File: src/rtl/gpio_pkg.sv
package gpio_pkg;

  typedef enum logic [1:0] {
    RD_NONE  = 2'd0,
    RD_LEVEL = 2'd1,
    RD_DIR   = 2'd2,
    RD_AUX   = 2'd3
  } rdSel_e;

  // Strobes from the decoder to the datapath
  typedef struct packed {
    logic   ldDir;
    logic   ldAux;
    logic   doSet;
    logic   doClr;
    rdSel_e rdSel;
  } gpioStrobe_t;

  // Byte offsets of the register map
  localparam int OFS_LEVEL = 'h00;
  localparam int OFS_DIR   = 'h04;
  localparam int OFS_SET   = 'h08;
  localparam int OFS_CLR   = 'h0C;
  localparam int OFS_EDGR  = 'h10;
  localparam int OFS_EDGF  = 'h14;
  localparam int OFS_EDGS  = 'h18;
  localparam int OFS_AUX   = 'h20;

endpackage

File: src/rtl/gpio_ctrl.sv
module gpio_ctrl
  import gpio_pkg::*;
#(
  parameter int ADDR_W = 8
) (
  input  logic              clk,
  input  logic              rstN,
  input  logic              busRead,
  input  logic              busWrite,
  input  logic [ADDR_W-1:0] busAddr,
  input  logic              overlapHit,
  output gpioStrobe_t       strb,
  output logic              badAccess,
  output logic              writeRejected
);

  localparam logic [ADDR_W-1:0] A_LEVEL = ADDR_W'(OFS_LEVEL);
  localparam logic [ADDR_W-1:0] A_DIR   = ADDR_W'(OFS_DIR);
  localparam logic [ADDR_W-1:0] A_SET   = ADDR_W'(OFS_SET);
  localparam logic [ADDR_W-1:0] A_CLR   = ADDR_W'(OFS_CLR);
  localparam logic [ADDR_W-1:0] A_EDGR  = ADDR_W'(OFS_EDGR);
  localparam logic [ADDR_W-1:0] A_EDGF  = ADDR_W'(OFS_EDGF);
  localparam logic [ADDR_W-1:0] A_EDGS  = ADDR_W'(OFS_EDGS);
  localparam logic [ADDR_W-1:0] A_AUX   = ADDR_W'(OFS_AUX);

  logic   rdKnown;
  rdSel_e rdDec;
  logic   wrKnown;
  logic   wrSet;
  logic   wrClr;
  logic   wrDir;
  logic   wrAux;
  logic   badNext;
  logic   rejNext;

  // Read decode
  always_comb begin
    rdKnown = 1'b1;
    rdDec   = RD_NONE;
    unique case (busAddr)
      A_LEVEL: rdDec = RD_LEVEL;
      A_DIR:   rdDec = RD_DIR;
      A_AUX:   rdDec = RD_AUX;
      default: rdKnown = 1'b0;
    endcase
  end

  // Write decode
  always_comb begin
    wrKnown = 1'b1;
    wrSet   = 1'b0;
    wrClr   = 1'b0;
    wrDir   = 1'b0;
    wrAux   = 1'b0;
    unique case (busAddr)
      A_DIR:                  wrDir = 1'b1;
      A_SET:                  wrSet = 1'b1;
      A_CLR:                  wrClr = 1'b1;
      A_EDGR, A_EDGF, A_EDGS: wrKnown = 1'b1;
      A_AUX:                  wrAux = 1'b1;
      default:                wrKnown = 1'b0;
    endcase
  end

  always_comb begin
    strb.ldDir = busWrite && wrDir;
    strb.ldAux = busWrite && wrAux;
    strb.doSet = busWrite && wrSet && overlapHit;
    strb.doClr = busWrite && wrClr && overlapHit;
    strb.rdSel = busRead ? rdDec : RD_NONE;
  end

  assign badNext = (busRead && !rdKnown) || (busWrite && !wrKnown);
  assign rejNext = busWrite && (wrSet || wrClr) && !overlapHit;

  always_ff @(posedge clk) begin
    if (!rstN) begin
      badAccess     <= 1'b0;
      writeRejected <= 1'b0;
    end else begin
      badAccess     <= badNext;
      writeRejected <= rejNext;
    end
  end

  AST_SET_CLR_EXCL: assert property (@(posedge clk) disable iff (!rstN)
    !(strb.doSet && strb.doClr)) else $error("set and clear together");

  AST_REJ_FROM_WRITE: assert property (@(posedge clk) disable iff (!rstN)
    writeRejected |-> $past(busWrite)) else $error("reject without write");

  AST_BAD_FROM_ACCESS: assert property (@(posedge clk) disable iff (!rstN)
    badAccess |-> $past(busRead || busWrite)) else $error("bad without access");

endmodule

File: src/rtl/gpio_datapath.sv
module gpio_datapath
  import gpio_pkg::*;
#(
  parameter int DATA_W = 32
) (
  input  logic              clk,
  input  logic              rstN,
  input  gpioStrobe_t       strb,
  input  logic [DATA_W-1:0] busWdata,
  output logic              overlapHit,
  output logic [DATA_W-1:0] levelQ,
  output logic [DATA_W-1:0] busRdata,
  output logic [DATA_W-1:0] pinOut,
  output logic [DATA_W-1:0] pinOe
);

  logic [DATA_W-1:0] dirQ;
  logic [DATA_W-1:0] auxQ;
  logic [DATA_W-1:0] levelNext;
  logic [DATA_W-1:0] rdNext;

  assign overlapHit = |(busWdata & dirQ);

  always_comb begin
    levelNext = levelQ;
    if (strb.doSet) levelNext = levelQ | busWdata;
    if (strb.doClr) levelNext = levelQ & ~busWdata;
  end

  always_comb begin
    unique case (strb.rdSel)
      RD_LEVEL: rdNext = levelQ;
      RD_DIR:   rdNext = dirQ;
      RD_AUX:   rdNext = auxQ;
      default:  rdNext = '0;
    endcase
  end

  always_ff @(posedge clk) begin
    if (!rstN) begin
      levelQ   <= '0;
      dirQ     <= '0;
      auxQ     <= '0;
      busRdata <= '0;
    end else begin
      levelQ   <= levelNext;
      busRdata <= rdNext;
      if (strb.ldDir) dirQ <= busWdata;
      if (strb.ldAux) auxQ <= busWdata;
    end
  end

  // Per-pin drive
  for (genvar i = 0; i < DATA_W; i++) begin : g_pin
    assign pinOe[i]  = dirQ[i];
    assign pinOut[i] = levelQ[i] & dirQ[i];
  end

  AST_DIR_LOAD: assert property (@(posedge clk) disable iff (!rstN)
    strb.ldDir |=> pinOe == $past(busWdata)) else $error("dir load");

  AST_SET_MONO: assert property (@(posedge clk) disable iff (!rstN)
    strb.doSet |=> (levelQ & $past(busWdata)) == $past(busWdata)) else $error("set");

  AST_CLR_MONO: assert property (@(posedge clk) disable iff (!rstN)
    strb.doClr |=> (levelQ & $past(busWdata)) == '0) else $error("clear");

  AST_AUX_LOAD: assert property (@(posedge clk) disable iff (!rstN)
    (strb.ldAux && strb.rdSel == RD_NONE) |=> $stable(levelQ) && $stable(pinOe))
    else $error("aux side effect");

endmodule

File: src/rtl/gpio_regblock.sv
module gpio_regblock
  import gpio_pkg::*;
#(
  parameter int DATA_W  = 32,
  parameter int ADDR_W  = 8,
  parameter int IRQ_LOW = 8
) (
  input  logic              clk,
  input  logic              rstN,
  input  logic              busRead,
  input  logic              busWrite,
  input  logic [ADDR_W-1:0] busAddr,
  input  logic [DATA_W-1:0] busWdata,
  output logic [DATA_W-1:0] busRdata,
  output logic              badAccess,
  output logic              writeRejected,
  output logic [DATA_W-1:0] pinOut,
  output logic [DATA_W-1:0] pinOe,
  output logic [IRQ_LOW-1:0] irqLow,
  output logic              irqHigh
);

  gpioStrobe_t       strb;
  logic              overlapHit;
  logic [DATA_W-1:0] levelQ;

  gpio_ctrl #(.ADDR_W(ADDR_W)) u_ctrl (
    .clk          (clk),
    .rstN         (rstN),
    .busRead      (busRead),
    .busWrite     (busWrite),
    .busAddr      (busAddr),
    .overlapHit   (overlapHit),
    .strb         (strb),
    .badAccess    (badAccess),
    .writeRejected(writeRejected)
  );

  gpio_datapath #(.DATA_W(DATA_W)) u_dp (
    .clk       (clk),
    .rstN      (rstN),
    .strb      (strb),
    .busWdata  (busWdata),
    .overlapHit(overlapHit),
    .levelQ    (levelQ),
    .busRdata  (busRdata),
    .pinOut    (pinOut),
    .pinOe     (pinOe)
  );

  assign irqLow  = '0;
  assign irqHigh = 1'b0;

  AST_REJECT_HOLDS: assert property (@(posedge clk) disable iff (!rstN)
    writeRejected |-> $stable(levelQ)) else $error("rejected write moved level");

  AST_PIN_MASKED: assert property (@(posedge clk) disable iff (!rstN)
    (pinOut & ~pinOe) == '0) else $error("pin driven while input");

  AST_FLAGS_EXCL: assert property (@(posedge clk) disable iff (!rstN)
    !(badAccess && writeRejected)) else $error("both flags");

endmodule

File: config.mk
export PLATFORM = sky130hd
export DESIGN_NAME = gpio_regblock
export DESIGN_NICKNAME = d
export VERILOG_FILES = /design/src/rtl/gpio_pkg.sv /design/src/rtl/gpio_ctrl.sv /design/src/rtl/gpio_datapath.sv /design/src/rtl/gpio_regblock.sv
export SDC_FILE = /design/constraint.sdc
export NUM_CORES = 1
export LEC_CHECK = 0
export ABC_AREA = 1
export BUFFER_PORTS_ARGS = -buffer_cell sky130_fd_sc_hd__buf_2
export CAP_MARGIN = 20
export CORE_MARGIN = 2
export CORE_UTILIZATION = 42
export CTS_BUF_LIST = sky130_fd_sc_hd__clkbuf_4
export CTS_CLUSTER_SIZE = 40
export DETAILED_ROUTE_END_ITERATION = 12
export GPL_TIMING_DRIVEN = 0
export PLACE_DENSITY_LB_ADDON = 0.25
export SYNTH_ARGS = -nofsm -noshare
export SYNTH_HDL_FRONTEND = slang
export SYNTH_SLANG_ARGS = --single-unit
File: constraint.sdc
create_clock -name clk -period 3.6 [get_ports clk]
set_input_delay 0.54 -clock clk [delete_from_list [all_inputs] [get_ports clk]]
set_output_delay 0.54 -clock clk [all_outputs]
set_load 0.03 [all_outputs]
==> impl_metrics.env, run 1 <==
export IMPL_p_leak_nw=4.20
export IMPL_synth_seq_cells=130
export IMPL_areaGrowthSynthToFinish_pct=19.2
export IMPL_post_dp_hpwl_um=14300
export IMPL_cts_htree_levels=4
export IMPL_pin_count=151
export IMPL_crit_chain="nand2_1, nand2_1, nor2_1, nand2_1, nor2_1, nand2_1, buf_2, clkbuf_1, nand4_1, nand2_1, nor2_1"
export IMPL_critPathMaxStageDelay_ns=0.51
export IMPL_post_place_ws_ns=1.40
export IMPL_clk_pin_slew_ns=0.12
export IMPL_final_common_cell="nand2_1"
export IMPL_clk_latency_ns=0.57
export IMPL_startpoint_type="flip-flop"
export IMPL_core_area_um2=14600
export IMPL_wire_per_inst_um=15.5
export IMPL_ctsHoldBuffers=0
export IMPL_worstSetupPathType="reg2reg"
export IMPL_start_util_pct=43.2
export IMPL_fin_crit_ns=2.03
export IMPL_status="finished clean"
export IMPL_critPathBufInv=2
export IMPL_avgSynthCellArea_um2=6.72
export IMPL_via_per_inst=5.15
export IMPL_cts_root_buffer="clkbuf_4"
export IMPL_clk_path_buf_depth=2
export IMPL_fin_ws_ns=1.57
export IMPL_yosysWarnings=0
export IMPL_final_nets=1149
export IMPL_drv_slew=0
export IMPL_drt_iter0_drc=576
export IMPL_grt_antenna_before_repair=0
export IMPL_num_antenna_cells=0
export IMPL_cp_end_kind="flip-flop"
export IMPL_cpMostUsedCell="nand2_1"
export IMPL_tightest_slew_ns=0.686
export IMPL_max_freq_ghz=0.494
export IMPL_finalHoldViolCount=0
export IMPL_layout_drive_gt1_share_pct=19.9
export IMPL_grt_overflow=0
export IMPL_firstDrtPassIters=5
export IMPL_powerDensity_nw_per_um2=339
export IMPL_rsz0062_at_grt="no"
export IMPL_yosys_area_top_type_share_pct=41.3
export IMPL_cts_tree="done"
export IMPL_cts_resized=0
export IMPL_track_usage_pct=25.3
export IMPL_drcViolationCount=0
export IMPL_hold_path_class="in2reg"
export IMPL_die_x_um=127
export IMPL_yosysSeqAreaShare_pct=41.3
export IMPL_max_cap_violations=0
export IMPL_crit_family="simple AND/OR/NAND/NOR gates"
export IMPL_worst_ir_drop_vdd_mv=0.214
export IMPL_yosys_area_top_type="dfxtp_1"
export IMPL_antenna_left=0
export IMPL_crit_required_ns=4.07
export IMPL_numCtsBuffers=17
export IMPL_grt_pass1_vias=6080
export IMPL_slowest_stage="clkbuf_1"
export IMPL_synth_area_leaders="dfxtp_1 41%, nand2_1 13%, inv_1 9.9%"
export IMPL_fillers=1518
export IMPL_die_y_um=127
export IMPL_ys_types=25
export IMPL_setup_tns_final_ns=0
export IMPL_syn_area_um2=6310
export IMPL_skew_ns=0.0164
export IMPL_cp_max_fo=10
export IMPL_final_cell_mix="216 x nand2_1, 167 x inv_1, 165 x buf_2, 130 x dfxtp_1, 99 x nand3_1"
export IMPL_cp_arrival_ns=2.49
export IMPL_vias=6701
export IMPL_place_gp_congestion=0.909
export IMPL_drt_total_wl_um=20200
export IMPL_postCtsSetupBuffers=0
export IMPL_grt_max_degree=17
export IMPL_period_share_pct=56.3
export IMPL_portBuffers=139
export IMPL_cts_sinks=130
export IMPL_die_area_um2=16000
export IMPL_setup_viol=0
export IMPL_grt_pass1_wl_um=31600
export IMPL_rows=44
export IMPL_max_slew_margin_rel_pct=54.3
export IMPL_syn_inst=939
-- final cells by class --
type / count / area [um^2] / area share [%]
Sequential cell: 130 / 2600 / 34.6
Multi-Input combinational cell: 579 / 2730 / 36.3
Tap cell: 184 / 230 / 3.06
Clock buffer: 18 / 135 / 1.80
Buffer: 70 / 370 / 4.93
Clock inverter: 14 / 121 / 1.61
Inverter: 168 / 631 / 8.39
Timing Repair Buffer: 139 / 696 / 9.25
-- kinds of logic after synthesis --
logic type      Yosys count  share of synthesized area [%]
other cells               1                         0.0595
buf+inv                 238                           15.9
simple gates            440                           32.4
flops                   130                           41.3
compound gates          130                           10.4
-- synthesized netlist by cell type --
| library cell | instances |
|---|---|
| nor2_1 | 43 |
| nor2_2 | 2 |
| a21oi_1 | 65 |
| nand2_1 | 216 |
| nand3_1 | 99 |
| a211oi_1 | 1 |
| nor3_1 | 1 |
| buf_1 | 5 |
| dfxtp_1 | 130 |
| buf_4 | 14 |
| buf_6 | 3 |
| inv_1 | 167 |
| nand2_2 | 4 |
| conb_1 | 1 |
| nand3_4 | 2 |
| nor2_8 | 1 |
| clkbuf_1 | 22 |
| buf_2 | 26 |
| o21ai_0 | 64 |
| nor3_2 | 1 |
| clkinv_1 | 1 |
| nor3b_2 | 1 |
| nand4_1 | 65 |
| nor2_4 | 4 |
| nor4_1 | 1 |
-- power by group --
group          internal, W  leakage (nW)  switching, W
registers          0.00144          1.05    0.00000166
logic            0.0000451          3.03      0.000119
clock network     0.000400         0.127      0.000545
total              0.00188          4.20      0.000665
-- final timing paths --
check	start	end	cells after the start	slack [ns]
max	u_dp.pinOe[24]$_SDFFE_PN0P_	flip-flop	11	1.57
max reg2reg	u_dp.pinOe[24]$_SDFFE_PN0P_	flip-flop	11	1.57
min reg2reg	flip-flop	flip-flop	4	0.54
min	busWdata[7]	u_dp.auxQ[7]$_SDFFE_PN0P_	3	0.24
-- stage by stage --
stage	total power [W]	instance area [um^2]	utilization, %	instances	hold slack (ns)
2_1_floorplan	0.00156	6340	-	947	0.499
3_3_place_gp	0.00163	7260	49.8	1270	0.514
3_5_place_dp	0.00163	7260	49.8	1270	0.518
4_1_cts	0.00256	7520	51.5	1302	0.211
5_1_grt	0.00265	7520	51.5	1302	0.213
6_report	0.00255	7520	51.5	1302	0.243
-- layer usage --
| metal | routed length (um) | GRT usage (%) |
|---|---|---|
| met4 | 442 | 9.83 |
| met2 | 9220 | 39.0 |
| met1 | 8640 | 33.8 |
| met3 | 1930 | 6.83 |
| met5 | 0 | 0 |
-- worst min-delay path, stage by stage --
cell and delay (ns):
buf_2 0.12, inv_1 0.07, a21oi_1 0.06
Note: power is estimated with default switching activity, not from simulation.
==> run 2: changes to the inputs <==
--- a/config.mk
+++ b/config.mk
@@ -5,7 +5,7 @@
 export SDC_FILE = /design/constraint.sdc
 export NUM_CORES = 1
 export LEC_CHECK = 0
-export ABC_AREA = 1
+export ABC_AREA = 0
 export BUFFER_PORTS_ARGS = -buffer_cell sky130_fd_sc_hd__buf_2
 export CAP_MARGIN = 20
 export CORE_MARGIN = 2
==> constraint.sdc (replaced) <==
create_clock -name clk -period 1.7 [get_ports clk]
set_input_delay 0.255 -clock clk [delete_from_list [all_inputs] [get_ports clk]]
set_output_delay 0.255 -clock clk [all_outputs]
set_load 0.03 [all_outputs]
==> impl_metrics.env, run 2 <==
export IMPL_cts_tree="done"
export IMPL_max_cap_violations=0
export IMPL_cp_max_fo=10
export IMPL_period_share_pct=106
export IMPL_final_common_cell="buf_2"
export IMPL_p_leak_nw=3.83
export IMPL_ys_types=28
export IMPL_die_y_um=124
export IMPL_vias=5660
export IMPL_r2r_start="u_dp.pinOe[6]$_SDFFE_PN0P_"
export IMPL_tightest_slew_ns=0.678
export IMPL_synth_edf_count=0
export IMPL_crit_chain="a22o_4, a221oi_4, nand4_4, buf_12, buf_8, o211ai_2, mux2i_1"
export IMPL_grt_overflow=0
export IMPL_ys_async_sr_fraction_pct=0
export IMPL_fin_crit_ns=1.81
export IMPL_dp_cells=974
export IMPL_numCtsBuffers=17
export IMPL_avgSynthCellArea_um2=9.30
export IMPL_synth_seq_cells=130
export IMPL_p_total_w=0.00596
export IMPL_fillers=1224
export IMPL_num_antenna_cells=0
export IMPL_core_area_um2=13900
export IMPL_grt_pass1_wl_um=29500
export IMPL_drv_slew=0
export IMPL_antenna_left=0
export IMPL_yosysWarnings=0
export IMPL_worst_hold_slack_ns=0.0355
export IMPL_clk_pin_slew_ns=0.11
export IMPL_place_gp_congestion=0.971
export IMPL_fin_ws_ns=-0.110
export IMPL_violations="negative setup slack"
export IMPL_setup_tns_final_ns=-2.49
export IMPL_syn_area_um2=6010
export IMPL_drcViolationCount=0
export IMPL_areaGrowthSynthToFinish_pct=35.5
export IMPL_start_util_pct=43.1
export IMPL_placed_area_um2=6970
export IMPL_die_x_um=124
export IMPL_startpoint_type="flip-flop"
export IMPL_via_per_inst=5.33
export IMPL_die_area_um2=15300
export IMPL_finalHoldViolCount=0
export IMPL_drt_iter0_drc=416
export IMPL_worstSetupPathType="reg2reg"
export IMPL_rsz0062_at_grt="yes"
export IMPL_rows=43
export IMPL_critPathBufInv=2
export IMPL_yosys_area_top_type="dfxtp_1"
export IMPL_crit_path_start="u_dp.pinOe[6]$_SDFFE_PN0P_"
export IMPL_clk_latency_ns=0.56
export IMPL_syn_inst=646
export IMPL_grt_pass1_vias=5445
export IMPL_max_slew_margin_rel_pct=54.8
export IMPL_yosys_area_top_type_share_pct=43.3
export IMPL_pin_count=151
export IMPL_portBuffers=140
export IMPL_synth_most_common_cell="dfxtp_1"
export IMPL_hp_start="busWdata[19]"
export IMPL_drt_total_wl_um=19200
export IMPL_crit_family="compound AO/OA/AOI/OAI gates"
export IMPL_layout_drive_gt1_share_pct=32.2
export IMPL_firstDrtPassIters=5
export IMPL_final_cell_mix="147 x buf_2, 109 x dfxtp_1, 99 x nand2_1, 96 x mux2i_1, 67 x nor2_1"
export IMPL_status="finished with violations"
export IMPL_synth_area_leaders="dfxtp_1 43%, mux2i_1 16%, nand2_1 6.2%"
export IMPL_synth_cells_most_frequent="130 x dfxtp_1, 99 x nand2_1, 96 x mux2i_1, 67 x nor2_1"
export IMPL_slowest_stage="dfxtp_4"
export IMPL_fin_cells=1062
export IMPL_powerDensity_nw_per_um2=732
export IMPL_yosysSeqAreaShare_pct=43.3
export IMPL_cts_root_buffer="clkbuf_4"
export IMPL_fin_area_um2=8140
export IMPL_synth_flop_cell="dfxtp_1"
export IMPL_max_freq_ghz=0.552
export IMPL_hold_path_class="in2reg"
export IMPL_crit_required_ns=2.18
export IMPL_grt_antenna_before_repair=0
export IMPL_post_dp_hpwl_um=13300
export IMPL_cp_end_kind="flip-flop"
export IMPL_critPathMaxStageDelay_ns=0.37
export IMPL_skew_ns=0.0247
export IMPL_track_usage_pct=25.8
export IMPL_worst_ir_drop_vdd_mv=0.365
export IMPL_cts_sinks=130
export IMPL_cp_arrival_ns=2.29
export IMPL_grt_max_degree=17
export IMPL_setup_viol=33
export IMPL_wire_per_inst_um=18.1
export IMPL_final_nets=914
export IMPL_clk_path_buf_depth=2
export IMPL_cts_htree_levels=4
## run 2: cell types whose count changed in the layout (fill, tap and decap cells not counted), sizes merged, moves of 17 or more
cell         delta
a21boi         +32
nand3          -97
dlygate4sd3    +44
o21ai          -64
nor2b          +33
a21oi          -32
nor2           +17
inv           -167
nand2         -121
nand4          -62
and2           +33
o211ai         +32
mux2i          +96
## run 2: worst min-delay path, cell delays in order
cell,delay (ns)
buf_2,0.13
o211ai_2,0.07
mux2i_1,0.08
## run 2: path summary, 6_finish.rpt
check                                                 end  slack, ns  depth (start not counted)
worst min register to register  u_dp.auxQ[3]$_SDFFE_PN0P_       0.46                          2
worst max-delay path                            flip-flop      -0.11                          7
worst max register to register                  flip-flop      -0.11                          7
worst min-delay path                            flip-flop       0.04                          3
## run 2: cell type report
class,count,area (um^2),area share (%)
Multi-Input combinational cell,466,3250,39.9
Sequential cell,130,2640,32.4
Timing Repair Buffer,199,1330,16.3
Buffer,56,372,4.56
Tap cell,180,225,2.77
Clock inverter,12,189,2.32
Clock buffer,19,143,1.75
## run 2: layer usage
metal | part of all wire [%] | up-vias | track usage [%] | wire length, um
met5 | 0 | - | 0 | 0
met4 | 3.1 | 0 | 12.6 | 594
met3 | 6.3 | 46 | 5.40 | 1210
met2 | 47 | 254 | 40.7 | 9060
met1 | 43 | 2716 | 33.5 | 8330
li1 | - | 2644 | - | -
## run 2: what timing repair did
action                                  CTS  global route
endpoints found under the hold margin    56             2
hold buffers                             42             2
pin swaps                                28            10
endpoints found under the setup margin   36            44
resized for setup                        39            27
setup buffers                             8             5
gates cloned                              2             0
## run 2: stage by stage
step / util (%) / setup WS, ns
after global placement: 50.0 / -0.506
final: 58.4 / -0.110
after CTS: 57.6 / -0.126
after floorplan: - / 0.000763
after global routing: 58.4 / -0.183
after detailed placement: 50.0 / -0.461
## run 2: cells by family (layout without fill, tap and decap cells)
kind of cell / after synthesis / in the layout / synth area share (%)
buf+inv: 58 / 286 / 5.62
mux: 96 / 96 / 16.0
flops: 130 / 130 / 43.3
other cells: 1 / 9 / 0.0624
simple gates: 248 / 248 / 19.5
compound gates: 113 / 113 / 15.5
## run 2: power breakdown
group / switching, W / total [W] / internal (W)
combinational: 0.000249 / 0.000438 / 0.000189
sequential: 0.00000233 / 0.00304 / 0.00304
clock: 0.00115 / 0.00248 / 0.00132
==> run 3: changes to the inputs <==
==> constraint.sdc (replaced) <==
create_clock -name clk -period 2.04 [get_ports clk]
set_input_delay 0.306 -clock clk [delete_from_list [all_inputs] [get_ports clk]]
set_output_delay 0.306 -clock clk [all_outputs]
set_load 0.03 [all_outputs]
==> impl_metrics.env, run 3 (synthesized netlist as in run 2, its figures left out) <==
export IMPL_status="finished clean"
export IMPL_post_place_ws_ns=-0.208
export IMPL_critPathBufInv=1
export IMPL_final_cell_mix="152 x buf_2, 130 x dfxtp_1, 99 x nand2_1, 96 x mux2i_1, 67 x nor2_1"
export IMPL_wire_per_inst_um=17.4
export IMPL_rsz0062_at_grt="no"
export IMPL_pin_count=151
export IMPL_numCtsBuffers=17
export IMPL_fin_crit_ns=1.99
export IMPL_final_common_cell="buf_2"
export IMPL_cts_root_buffer="clkbuf_4"
export IMPL_grt_overflow=0
export IMPL_die_area_um2=15300
export IMPL_grt_pass1_wl_um=27000
export IMPL_startpoint_type="flip-flop"
export IMPL_max_cap_violations=0
export IMPL_fin_cells=1011
export IMPL_rows=43
export IMPL_vias=5277
export IMPL_layout_drive_gt1_share_pct=29.4
export IMPL_max_slew_margin_rel_pct=62.1
export IMPL_place_gp_congestion=0.851
export IMPL_p_leak_nw=3.49
export IMPL_worst_hold_slack_ns=0.0314
export IMPL_tightest_slew_ns=0.569
export IMPL_dp_cells=974
export IMPL_cts_sinks=130
export IMPL_max_freq_ghz=0.503
export IMPL_cts_htree_levels=4
export IMPL_skew_ns=0.0178
export IMPL_grt_pass1_vias=5161
export IMPL_crit_cells=6
export IMPL_r2r_start="u_dp.pinOe[6]$_SDFFE_PN0P_"
export IMPL_cp_arrival_ns=2.45
export IMPL_final_nets=861
export IMPL_multi_input_area_um2=3120
export IMPL_grt_max_degree=17
export IMPL_powerDensity_nw_per_um2=606
export IMPL_die_y_um=124
export IMPL_post_dp_hpwl_um=13100
export IMPL_clk_path_buf_depth=2
export IMPL_hp_start="busWdata[19]"
export IMPL_hold_path_class="in2reg"
export IMPL_crit_required_ns=2.50
export IMPL_antenna_left=0
export IMPL_via_per_inst=5.22
export IMPL_regArea_um2=2600
export IMPL_cp_end_kind="flip-flop"
export IMPL_fillers=1376
export IMPL_clk_pin_slew_ns=0.11
export IMPL_slowest_stage="dfxtp_1"
export IMPL_areaGrowthSynthToFinish_pct=20.9
export IMPL_setup_viol=0
export IMPL_r2r_cells=6
export IMPL_drcViolationCount=0
export IMPL_finalHoldViolCount=0
export IMPL_crit_family="compound AO/OA/AOI/OAI gates"
export IMPL_whs_path_depth=3
export IMPL_die_x_um=124
export IMPL_clk_latency_ns=0.55
export IMPL_cts_tree="done"
export IMPL_critPathMaxStageDelay_ns=0.40
export IMPL_worst_ir_drop_vdd_mv=0.290
export IMPL_ctsHoldBuffers=0
export IMPL_fin_ws_ns=0.0503
export IMPL_drv_slew=0
export IMPL_holdPathEnd="u_dp.auxQ[19]$_SDFFE_PN0P_"
export IMPL_cp_max_fo=10
export IMPL_drt_iter0_drc=405
export IMPL_portBuffers=140
export IMPL_core_area_um2=13900
export IMPL_worstSetupPathType="reg2reg"
export IMPL_period_share_pct=97.5
export IMPL_r2r_setup_slack_ns=0.05
export IMPL_crit_chain="a22o_1, a221oi_2, nand4_2, buf_6, o211ai_2, mux2i_1"
export IMPL_firstDrtPassIters=5
export IMPL_drt_total_wl_um=17600
export IMPL_grt_antenna_before_repair=1
export IMPL_start_util_pct=43.1
export IMPL_track_usage_pct=23.5
[run 3: cell types whose count changed in the layout (fill, tap and decap cells not counted), moves of 5 or more]
cell           previous run  this run
buf_4                    25        20
dlygate4sd3_1            44         0
buf_2                   147       152
clkbuf_4                 19        24
dfxtp_2                  17         0
dfxtp_1                 109       130
[run 3: what timing repair did]
item / CTS / global route
setup buffers: 2 / 2
gates resized for setup: 3 / 1
setup endpoints to repair: 29 / 25
pin swaps: 2 / 1
[run 3: per-layer routing]
metal  vias up  part of all wire, %  global-route usage [%]
li1       2536                    -                       -
met1      2540                   45                    30.1
met2       179                   48                    39.5
met3        22                  5.9                    4.62
met4         0                  1.7                    8.03
met5         -                    0                       0
[run 3: how the worst max path moves through the flow]
stage,end,slack (ns),startpoint
global placement,flip-flop,-0.15,busWdata[21]
finish,flip-flop,0.05,u_dp.pinOe[6]$_SDFFE_PN0P_
floorplan,flip-flop,0.31,u_dp.pinOe[11]$_SDFFE_PN0P_
CTS,flip-flop,0.04,u_dp.pinOe[2]$_SDFFE_PN0P_
global route,flip-flop,0.006,u_dp.pinOe[19]$_SDFFE_PN0P_
detailed placement,flip-flop,-0.21,busWdata[21]
[run 3: power breakdown]
part | switching (W) | internal [W] | leakage [nW]
logic | 0.000183 | 0.0000964 | 2.30
clock network | 0.000900 | 0.000681 | 0.147
registers | 0.00000193 | 0.00254 | 1.05
total | 0.00109 | 0.00332 | 3.49
[run 3: layout make-up]
cell class | instances | share of cell area, %
antenna | 1 | 0.0344
buffer | 58 | 4.65
timing repair buffer | 144 | 10.1
multi-input combinational | 466 | 43.0
tap | 180 | 3.10
sequential | 130 | 35.8
clock buffer | 24 | 2.48
clock inverter | 8 | 0.861
[run 3: stage by stage]
stage	cell area [um^2]	util, %	setup TNS, ns	power, W
after global routing	7260	52.1	0	0.00454
after CTS	7240	52.0	0	0.00443
final	7260	52.1	0	0.00440
after detailed placement	6960	50.0	-5.41	0.00287
after global placement	6960	50.0	-3.96	0.00287
after floorplan	6040	-	0	0.00274
[run 3: worst reg2reg max path: stages, from the launching register on]
cell and delay (ns):
dfxtp_1 0.40, a22o_1 0.25, a221oi_2 0.31, nand4_2 0.29, buf_6 0.25, o211ai_2 0.18, mux2i_1 0.23
